`src/rtl/fanout_pkg.sv`:
```
package fanout_pkg;

  typedef enum logic [1:0] {SH_IDLE, SH_SHIFT, SH_LATCH} shift_state_t;

  // position of word bit `pos` of lane `lane` inside the flat frame
  function automatic int slot_index(input int lane, input int pos, input int lane_bits);
    return lane * lane_bits + pos;
  endfunction

  // frame bit that carries the step control of motor m (direction is one above)
  function automatic int step_slot(input int m);
    return 2 * m;
  endfunction

endpackage

```
`src/rtl/fanout_spi_rx.sv`:
```
module fanout_spi_rx #(
  parameter int FRAME_BITS = 512
) (
  input  logic                  clk,
  input  logic                  rst_n,
  input  logic                  spi_sclk,
  input  logic                  spi_cs_n,
  input  logic                  spi_mosi,
  output logic [FRAME_BITS-1:0] frame_o,
  output logic                  done_o
);
  localparam int CW = $clog2(FRAME_BITS + 1);

  logic [2:0]    sclk_s;
  logic [1:0]    cs_s;
  logic [1:0]    mosi_s;
  logic [CW-1:0] cnt;
  logic          sclk_rise;
  logic          selected;

  always_ff @(posedge clk or negedge rst_n) begin
    if (!rst_n) begin
      sclk_s <= '0;
      cs_s   <= '1;
      mosi_s <= '0;
    end else begin
      sclk_s <= {sclk_s[1:0], spi_sclk};
      cs_s   <= {cs_s[0], spi_cs_n};
      mosi_s <= {mosi_s[0], spi_mosi};
    end
  end

  assign sclk_rise = sclk_s[1] & ~sclk_s[2];
  assign selected  = ~cs_s[1];

  always_ff @(posedge clk or negedge rst_n) begin
    if (!rst_n) begin
      cnt     <= '0;
      frame_o <= '0;
      done_o  <= 1'b0;
    end else begin
      done_o <= 1'b0;
      if (!selected) begin
        cnt <= '0;                                   // partial frames are dropped
      end else if (sclk_rise && cnt != CW'(FRAME_BITS)) begin
        frame_o <= {frame_o[FRAME_BITS-2:0], mosi_s[1]};
        cnt     <= cnt + 1'b1;
        if (cnt == CW'(FRAME_BITS - 1)) done_o <= 1'b1;
      end
    end
  end

  // one completion pulse per frame, never two in a row
  a_r2_single_done: assert property (@(posedge clk) disable iff (!rst_n)
    done_o |=> !done_o);

endmodule

```
`src/rtl/fanout_hold.sv`:
```
module fanout_hold #(
  parameter int FRAME_BITS = 512
) (
  input  logic                  clk,
  input  logic                  rst_n,
  input  logic [FRAME_BITS-1:0] frame_i,
  input  logic                  put_i,
  input  logic                  take_i,
  output logic [FRAME_BITS-1:0] frame_o,
  output logic                  valid_o
);
  always_ff @(posedge clk or negedge rst_n) begin
    if (!rst_n) begin
      frame_o <= '0;
      valid_o <= 1'b0;
    end else begin
      if (put_i) begin
        frame_o <= frame_i;              // newest complete frame wins
        valid_o <= 1'b1;
      end else if (take_i) begin
        valid_o <= 1'b0;
      end
    end
  end

  // the shifter only takes a frame that is actually held
  a_r7_take_valid: assert property (@(posedge clk) disable iff (!rst_n)
    take_i |-> valid_o);

endmodule

```
`src/rtl/fanout_shifter.sv`:
```
module fanout_shifter
  import fanout_pkg::*;
#(
  parameter int LANES     = 32,
  parameter int LANE_BITS = 16,
  parameter int SCLK_HALF = 4
) (
  input  logic                        clk,
  input  logic                        rst_n,
  input  logic [LANES*LANE_BITS-1:0]  frame_i,
  input  logic                        start_i,
  output logic                        sr_clk,
  output logic                        sr_latch,
  output logic [LANES-1:0]            sr_data,
  output logic                        busy_o
);
  localparam int FRAME_BITS = LANES * LANE_BITS;
  localparam int PW  = $clog2(LANE_BITS);
  localparam int HCW = (SCLK_HALF > 1) ? $clog2(SCLK_HALF) : 1;

  shift_state_t          state;
  logic [FRAME_BITS-1:0] frame_q;
  logic [PW-1:0]         pos;
  logic [HCW-1:0]        cnt;
  logic                  half_done;

  function automatic logic [LANES-1:0] pick(input logic [FRAME_BITS-1:0] f,
                                            input logic [PW-1:0] p);
    logic [LANES-1:0] v;
    for (int l = 0; l < LANES; l++) v[l] = f[slot_index(l, int'(p), LANE_BITS)];
    return v;
  endfunction

  assign half_done = (cnt == HCW'(SCLK_HALF - 1));

  always_ff @(posedge clk or negedge rst_n) begin
    if (!rst_n) begin
      state    <= SH_IDLE;
      frame_q  <= '0;
      pos      <= '0;
      cnt      <= '0;
      sr_clk   <= 1'b0;
      sr_latch <= 1'b0;
      sr_data  <= '0;
      busy_o   <= 1'b0;
    end else begin
      case (state)
        SH_IDLE: begin
          if (start_i) begin
            frame_q <= frame_i;
            sr_data <= pick(frame_i, PW'(LANE_BITS - 1));
            pos     <= PW'(LANE_BITS - 1);
            cnt     <= '0;
            busy_o  <= 1'b1;
            state   <= SH_SHIFT;
          end
        end
        SH_SHIFT: begin
          if (!half_done) begin
            cnt <= cnt + 1'b1;
          end else begin
            cnt <= '0;
            if (!sr_clk) begin
              sr_clk <= 1'b1;
            end else begin
              sr_clk <= 1'b0;
              if (pos == '0) begin
                sr_data  <= '0;
                sr_latch <= 1'b1;
                state    <= SH_LATCH;
              end else begin
                pos     <= pos - 1'b1;
                sr_data <= pick(frame_q, pos - 1'b1);
              end
            end
          end
        end
        SH_LATCH: begin
          if (!half_done) begin
            cnt <= cnt + 1'b1;
          end else begin
            cnt      <= '0;
            sr_latch <= 1'b0;
            busy_o   <= 1'b0;
            state    <= SH_IDLE;
          end
        end
        default: state <= SH_IDLE;
      endcase
    end
  end

  // ---- observation counters for the assertions ----
  logic          sclk_d;
  logic          sclk_rose;
  logic [PW:0]   rise_seen;
  int unsigned   latch_len;

  assign sclk_rose = sr_clk & ~sclk_d;

  always_ff @(posedge clk or negedge rst_n) begin
    if (!rst_n) begin
      sclk_d    <= 1'b0;
      rise_seen <= '0;
      latch_len <= 0;
    end else begin
      sclk_d    <= sr_clk;
      if (start_i)        rise_seen <= '0;
      else if (sclk_rose) rise_seen <= rise_seen + 1'b1;
      latch_len <= sr_latch ? latch_len + 1 : 0;
    end
  end

  // exactly LANE_BITS shift edges precede the latch
  a_r3_edge_count: assert property (@(posedge clk) disable iff (!rst_n)
    $rose(sr_latch) |-> rise_seen == (PW+1)'(LANE_BITS));
  // lane data never moves while the shift clock is high
  a_r4_data_on_low: assert property (@(posedge clk) disable iff (!rst_n)
    (sr_data != $past(sr_data)) |-> !sr_clk);
  // latch pulse with clock low, inside busy, exactly SCLK_HALF long
  a_r6_latch_clk_low: assert property (@(posedge clk) disable iff (!rst_n)
    sr_latch |-> (!sr_clk && busy_o));
  a_r6_latch_width: assert property (@(posedge clk) disable iff (!rst_n)
    $fell(sr_latch) |-> latch_len == SCLK_HALF);
  // a new transfer never starts over a running one
  a_r7_start_idle: assert property (@(posedge clk) disable iff (!rst_n)
    start_i |-> !busy_o);
  // quiet outputs whenever idle
  a_r10_idle_quiet: assert property (@(posedge clk) disable iff (!rst_n)
    !busy_o |-> (!sr_clk && !sr_latch && sr_data == '0));

endmodule

```
`src/rtl/stepper_fanout.sv`:
```
module stepper_fanout #(
  parameter int LANES     = 32,
  parameter int LANE_BITS = 16,
  parameter int SCLK_HALF = 4
) (
  input  logic             clk,
  input  logic             rst_n,
  input  logic             spi_sclk,
  input  logic             spi_cs_n,
  input  logic             spi_mosi,
  output logic             sr_clk,
  output logic             sr_latch,
  output logic [LANES-1:0] sr_data,
  output logic             busy
);
  localparam int FRAME_BITS = LANES * LANE_BITS;

  logic [FRAME_BITS-1:0] rx_frame;
  logic [FRAME_BITS-1:0] held_frame;
  logic                  rx_done;
  logic                  held_valid;
  logic                  start;

  assign start = held_valid & ~busy;

  fanout_spi_rx #(.FRAME_BITS(FRAME_BITS)) u_rx (
    .clk(clk), .rst_n(rst_n),
    .spi_sclk(spi_sclk), .spi_cs_n(spi_cs_n), .spi_mosi(spi_mosi),
    .frame_o(rx_frame), .done_o(rx_done)
  );

  fanout_hold #(.FRAME_BITS(FRAME_BITS)) u_hold (
    .clk(clk), .rst_n(rst_n),
    .frame_i(rx_frame), .put_i(rx_done), .take_i(start),
    .frame_o(held_frame), .valid_o(held_valid)
  );

  fanout_shifter #(.LANES(LANES), .LANE_BITS(LANE_BITS), .SCLK_HALF(SCLK_HALF)) u_shift (
    .clk(clk), .rst_n(rst_n),
    .frame_i(held_frame), .start_i(start),
    .sr_clk(sr_clk), .sr_latch(sr_latch), .sr_data(sr_data), .busy_o(busy)
  );

  // outputs stay quiet until a held frame exists
  a_r1_no_spurious_busy: assert property (@(posedge clk) disable iff (!rst_n)
    $rose(busy) |-> $past(held_valid));

endmodule

```
`config.mk`:
```
export PLATFORM = sky130hd
export DESIGN_NAME = stepper_fanout
export DESIGN_NICKNAME = d
export VERILOG_FILES = /design/src/rtl/fanout_pkg.sv /design/src/rtl/fanout_spi_rx.sv /design/src/rtl/fanout_hold.sv /design/src/rtl/fanout_shifter.sv /design/src/rtl/stepper_fanout.sv
export SDC_FILE = /design/constraint.sdc
export NUM_CORES = 2
export LEC_CHECK = 0
export BUFFER_PORTS_ARGS = -buffer_cell sky130_fd_sc_hd__buf_2
export CAP_MARGIN = 25
export CORE_ASPECT_RATIO = 1.5
export CORE_MARGIN = 2
export CORE_UTILIZATION = 35
export CTS_CLUSTER_SIZE = 8
export DETAILED_ROUTE_END_ITERATION = 16
export PLACE_DENSITY = 0.57
export SYNTH_ARGS = -nofsm -noshare
export SYNTH_HDL_FRONTEND = slang
export SYNTH_HIERARCHICAL = 1
export SYNTH_SLANG_ARGS = --single-unit
export TNS_END_PERCENT = 50
```
`constraint.sdc`:
```
create_clock -name clk -period 2.9 [get_ports clk]
set_input_delay 0.58 -clock clk [delete_from_list [all_inputs] [get_ports clk]]
set_output_delay 0.58 -clock clk [all_outputs]
set_load 0.01 [all_outputs]
```
* Word level (Yosys, flattened, before mapping)
Cells that the tools add are included.
** Word-level totals
- Flip-flop bits (word level) :: 1598
- Latch bits :: 0
- RAM bits :: 0
- Bits in read-only memories :: 0
- Logic and storage cells :: 246
- Memories :: 0
** Cells by class
- Add/sub/neg operators :: 34
- $mul :: 0
- Div/mod/pow operators :: 0
- Magnitude comparators :: 32
- Eq/ne operators :: 11
- Shift operators :: 0
- Muxes and demuxes :: 129
- Bitwise logic cells :: 5
- Reduce and logical (&&, ||, !) cells :: 19
** Operators with widths (number)
- less-than comparator 32 x 11 -> 1 bit (second input constant) :: 31
- binary-select mux 1 bit (select 9 bit) :: 31
- adder 9 x 4 -> 10 bit (first input constant) :: 16
- two-way mux 32 bit :: 4
- two-way mux 1 bit :: 74
- adder 8 x 4 -> 9 bit (first input constant) :: 8
- one-hot mux 32 bit (2 select lines) :: 1
- adder 7 x 4 -> 8 bit (first input constant) :: 4
- two-way mux 10 bit :: 2
- two-way mux 4 bit :: 4
- AND reduction 5 bit :: 3
- adder 6 x 4 -> 7 bit (first input constant) :: 2
- two-way mux 2 bit :: 7
- nonzero test 2 bit :: 6
- adder 10 x 1 -> 10 bit (second input constant) :: 1
- equality test 10 x 9 -> 1 bit (second input constant) :: 1
- less-than comparator 4 x 10 -> 1 bit (second input constant) :: 1
- != test 10 bit (second input constant) :: 1
- != test 2 x 1 -> 1 bit (second input constant) :: 4
- one-hot mux 4 bit (2 select lines) :: 1
- AND reduction 2 bit :: 4
- adder 5 x 4 -> 6 bit (first input constant) :: 1
- one-hot mux 2 bit (3 select lines) :: 1
- binary-select mux 1 bit (select 4 bit) :: 1
- other kinds (15) :: 21

* Longest topological paths before layout
- Depth in word-level cells :: 9
- Mapped depth :: 11

* Modules after synthesis
Netlist, hierarchy kept.
** By module, submodules not included
- fanout_shifter :: instances 1, cells an instance 1550, area an instance 25196.7 um2
- fanout_spi_rx :: instances 1, cells an instance 1160, area an instance 19826.5 um2
- fanout_hold :: instances 1, cells an instance 1084, area an instance 19230.9 um2
- stepper_fanout :: instances 1, cells an instance 1, area an instance 13.8 um2

* Worst setup path after synthesis
Ideal clock, no wire load.
- Path kind :: register to register
- Start :: register u_shift.pos[0]
- End :: register u_shift.sr_data[12]
- Data arrival time :: 2.345 ns
- Path slack :: 0.421 ns
- Cell stages (with the launch flop) :: 12
- Clock period less this slack :: 2.479 ns
- Path through :: dfrtp_1 > buf_4 > buf_6 > buf_2 > inv_1 > ha_1 > clkbuf_1 > buf_2 > mux4_2 > mux2i_1 > mux2_2 > o21ai_1
** Between the ends
- Cells in the longest elaborated chain, start to end :: 9
** Ends and longest elaborated chain
- from (decl) :: RTL line fanout_shifter.sv:23 : logic [PW-1:0] pos;
- from (signal assigned) :: RTL line fanout_shifter.sv:52 : pos <= PW'(LANE_BITS - 1);
- from (signal assigned) :: RTL line fanout_shifter.sv:72 : pos <= pos - 1'b1;
- subtractor 4 x 1 -> 4 bit :: RTL line fanout_shifter.sv:73 : sr_data <= pick(frame_q, pos - 1'b1);
- adder 8 x 4 -> 9 bit :: RTL line fanout_pkg.sv:7 : return lane * lane_bits + pos;
- binary-select mux 1 bit (select 9 bit) :: RTL line fanout_shifter.sv:30 : for (int l = 0; l < LANES; l++) v[l] = f[slot_index(l, int'(p), LANE_BITS)];
- two-way mux 1 bit (implied by the code) (2 in a row) :: RTL line fanout_shifter.sv:30
- two-way mux 32 bit * :: RTL line fanout_shifter.sv:67 : if (pos == '0) begin
- two-way mux 32 bit * :: RTL line fanout_shifter.sv:63 : if (!sr_clk) begin
- two-way mux 32 bit * :: RTL line fanout_shifter.sv:59 : if (!half_done) begin
- one-hot mux 32 bit (2 select lines) * :: RTL line fanout_shifter.sv:47 : case (state)
- to (signal assigned) :: RTL line fanout_shifter.sv:51 : sr_data <= pick(frame_i, PW'(LANE_BITS - 1));
- to (signal assigned) :: RTL line fanout_shifter.sv:73
- to (decl) :: RTL line fanout_shifter.sv:14 : output logic [LANES-1:0] sr_data,
Every way passes the cells marked *; elsewhere a longest branch is shown, timed or not. The select of a mux whose other input is x is not followed.
A chain may end at the register's enable or synchronous reset.

* Final worst setup path
- Start :: register u_shift.pos[0]
- End :: register u_shift.sr_data[5]
** Between the ends
- Cells in the longest elaborated chain, start to end :: 9
** Ends and longest elaborated chain (RTL line)
- subtractor 4 x 1 -> 4 bit :: fanout_shifter.sv:73
- adder 7 x 4 -> 8 bit :: fanout_pkg.sv:7
- binary-select mux 1 bit (select 9 bit) :: fanout_shifter.sv:30
- two-way mux 1 bit (implied by the code) (2 in a row) :: fanout_shifter.sv:30
- two-way mux 32 bit * :: fanout_shifter.sv:67
- two-way mux 32 bit * :: fanout_shifter.sv:63
- two-way mux 32 bit * :: fanout_shifter.sv:59
- one-hot mux 32 bit (2 select lines) * :: fanout_shifter.sv:47
Marked as above.

==> flow_metrics.py <==
metrics = {
    "place": {
        "port_buffers": 39,
        "gp_congestion": 0.7046,
        "pre_cts_slack_ns": 0.3924,
        "hpwl_mm": 70.68,
    },
    "floorplan": {
        "initial_core_util_pct": 35.25,
        "num_rows": 192,
        "die_w_um": 353.9,
        "design.core.area_um2": 182300,
        "die_y_um": 528.8,
        "ioPinCount": 40,
        "die_area_um2": 187100,
    },
    "layout": {
        "drive_gt1_share_pct": 42.72,
        "synthToLayoutAreaGrowth_pct": 14.47,
        "final_common_cell": "dfrtp_1",
        "layout_common_cells": "dfrtp_1, mux2_2, mux2_1",
        "nets": 3975,
        "fillers": 16540,
    },
    "worst_setup_path": {
        "worst_setup_path_start_kind": "register",
        "cp.required_ns": 3.57,
        "critPathCaptureType": "register",
        "crit_start": "u_shift/pos[0]",
        "crit_arrival_ns": 3.10,
        "worstPathMaxFanout": 17,
        "r2r_start": "u_shift/pos[0]",
        "criticalPathCategory": "reg2reg",
    },
    "power_and_ir_drop": {
        "power_per_cell_area_nw_per_um2": 619.6,
        "p_total_mw": 45.58,
        "leakage_nw": 36.56,
        "peakVddDrop_mv": 0.4636,
    },
    "route": {
        "num_vias": 31530,
        "drc": 0,
        "drt-pass1-iter-count": 4,
        "ant_nets": 0,
        "wire_per_inst_um": 18.67,
        "drt_iter0_drc": 1213,
        "vias_per_cell": 4.914,
        "totalWireLength_mm": 119.8,
    },
    "timing": {
        "timing.hold.ws_ns": 0.2385,
        "finalMaxSlewViolations": 0,
        "slew_headroom_pct": 48.29,
        "hold_violations": 0,
        "fin_setup_tns_ns": 0,
        "fmax_mhz": 410.8,
        "setup_viol": 0,
        "max_slew.worst_pin.slew_ns": 0.7756,
        "fin_crit_sh_pct": 83.93,
        "fin_skew_ns": 0.06259,
        "setup_slack_ns": 0.4660,
        "min_period_ns": 2.434,
        "rsz0062_at_grt": "no",
    },
    "clocking": {
        "ctsResizeCount": 0,
        "cts_buffer_depth": 3,
        "cts_tree": "built",
        "clk_latency_ns": 0.82,
        "root_buffer": "clkbuf_16",
        "cts_buffers": 217,
        "cts_max_level": 4,
        "clk_pin_slew_ns": 0.06,
        "clock_sinks": 1598,
    },
    "synth": {
        "synth.ff_latch_count": 1598,
        "synth_area_per_cell_um2": 16.93,
        "yosys_warnings": 6,
        "synth.area.top_cells": "dfrtp_1, mux2_2, mux2_1",
        "syn-num-nets": 3807,
        "synth_area_um2": 64270,
        "synthDistinctLibCells": 50,
        "yosysTopAreaCell": "dfrtp_1",
        "seq_area_frac_synth_pct": 62.23,
        "synth_top_area_share_pct": 62.14,
        "netlist_instances": 3795,
    },
    "global_route": {
        "grt_pass1_wl_mm": 199.5,
        "grt_max_degree": 103,
        "antenna_found_initial": 1,
        "overflow": 0,
        "grt_use_total_pct": 13.19,
        "grt_pass1_vias": 35490,
    },
    "worst_hold_path": {
        "min_path_type": "in2async",
    },
    "run": {
        "drv_cap": 0,
    },
    "run_status": {
        "status": "finished clean",
    },
}
==> flip-flops by register name, summed over array words and instances, names as in the netlist <==
name              cells
u_hold/frame_o      512
u_rx/frame_o        512
u_shift/frame_q     512
u_shift/sr_data      32
u_rx/cnt             10
u_shift/pos           4
u_rx/sclk_s           3
u_rx/cs_s             2
u_rx/mosi_s           2
u_shift/cnt           2
u_shift/state         2
u_hold/valid_o        1
u_rx/done_o           1
u_shift/busy_o        1
u_shift/sr_clk        1
u_shift/sr_latch      1
==> cell usage after synthesis, drive strengths merged <==
cell	count
or4	5
nor4bb	1
nand4	3
nor3b	1
a311oi	1
nand2	12
a21boi	2
nor4	1
ha	7
o21ai	41
nor3	3
clkbuf	33
or3	5
mux2	1569
mux4	128
xnor2	2
a22oi	2
nor4b	2
or3b	1
nand3b	3
nor2	4
o31ai	4
a22o	1
dfrtp	1596
o22a	2
nor2b	35
xor2	1
dfstp	2
nand3	7
nand2b	4
a21oi	10
a2bb2oi	1
buf	190
a31oi	1
nand4b	1
a32o	3
and2	2
a21o	1
inv	11
mux2i	97
==> critical path, cell delays in order (launching register included) <==
cell and delay (ns):
dfrtp_4 0.54, inv_1 0.13, ha_4 0.19, xor2_4 0.27
buf_4 0.47, mux2i_1 0.39, mux2_2 0.22, o21ai_1 0.05
==> per-stage QoR <==
step                area (um^2)  cells  utilization, %
floorplan                 64270   3795               -
global placement          67700   6165           37.13
detailed placement        67700   6165           37.13
CTS                       73560   6414           40.35
global route              73570   6415           40.35
finish                    73570   6415           40.35
==> path summary, 6_finish.rpt <==
check                                      endpoint  slack, ns  depth (start not counted)
worst max-delay path             u_shift/sr_data[5]       0.47                          7
min in group clk                     u_rx/mosi_s[1]       0.34                          0
worst min-delay path            u_hold/frame_o[369]       0.24                          2
max in group asynchronous         u_rx/frame_o[508]       1.54                          3
worst min register to register       u_rx/mosi_s[1]       0.34                          0
worst max register to register   u_shift/sr_data[5]       0.47                          7
==> timing repair <==
action,in CTS,in global routing
endpoints found under the hold margin,194,0
buffers inserted,0,0
hold buffers,4,0
==> layer usage <==
| layer | global-route usage, % | share of wire, % | vias up |
|---|---|---|---|
| li1 | - | - | 13950 |
| met1 | 16.52 | 43 | 17060 |
| met2 | 23.06 | 52 | 323 |
| met3 | 2.262 | 2.9 | 198 |
| met4 | 4.295 | 2.2 | 0 |
| met5 | 0 | 0 | - |
==> kinds of logic (layout without fill, tap and decap cells) <==
logic type	after synthesis	after routing	synth area share (%)
fa+ha+maj	7	7	0.1363
other cells	0	1	0
compound gates	69	69	0.6717
flops	1598	1598	62.23
simple gates	90	90	0.8546
buf+inv	234	428	2.554
mux	1794	1794	33.49
xor+xnor	3	3	0.07010
==> power by group <==
group          total, mW  leakage, nW  switching (mW)  internal [mW]
clock               22.3         2.83            9.13           13.2
sequential          22.5         22.3          0.0428           22.4
combinational      0.804         11.4           0.582          0.222
==> final cells by class <==
class	count	area (um^2)	area share [%]
Inverter	11	41.29	0.05613
Timing Repair Buffer	172	1969	2.677
Sequential cell	1598	40000	54.37
Clock inverter	15	346.6	0.4711
Tap cell	2425	3034	4.124
Antenna cell	1	2.502	0.003402
Clock buffer	230	5479	7.448
Multi-Input combinational cell	1963	22690	30.85
(Power assumes the default switching activity.)
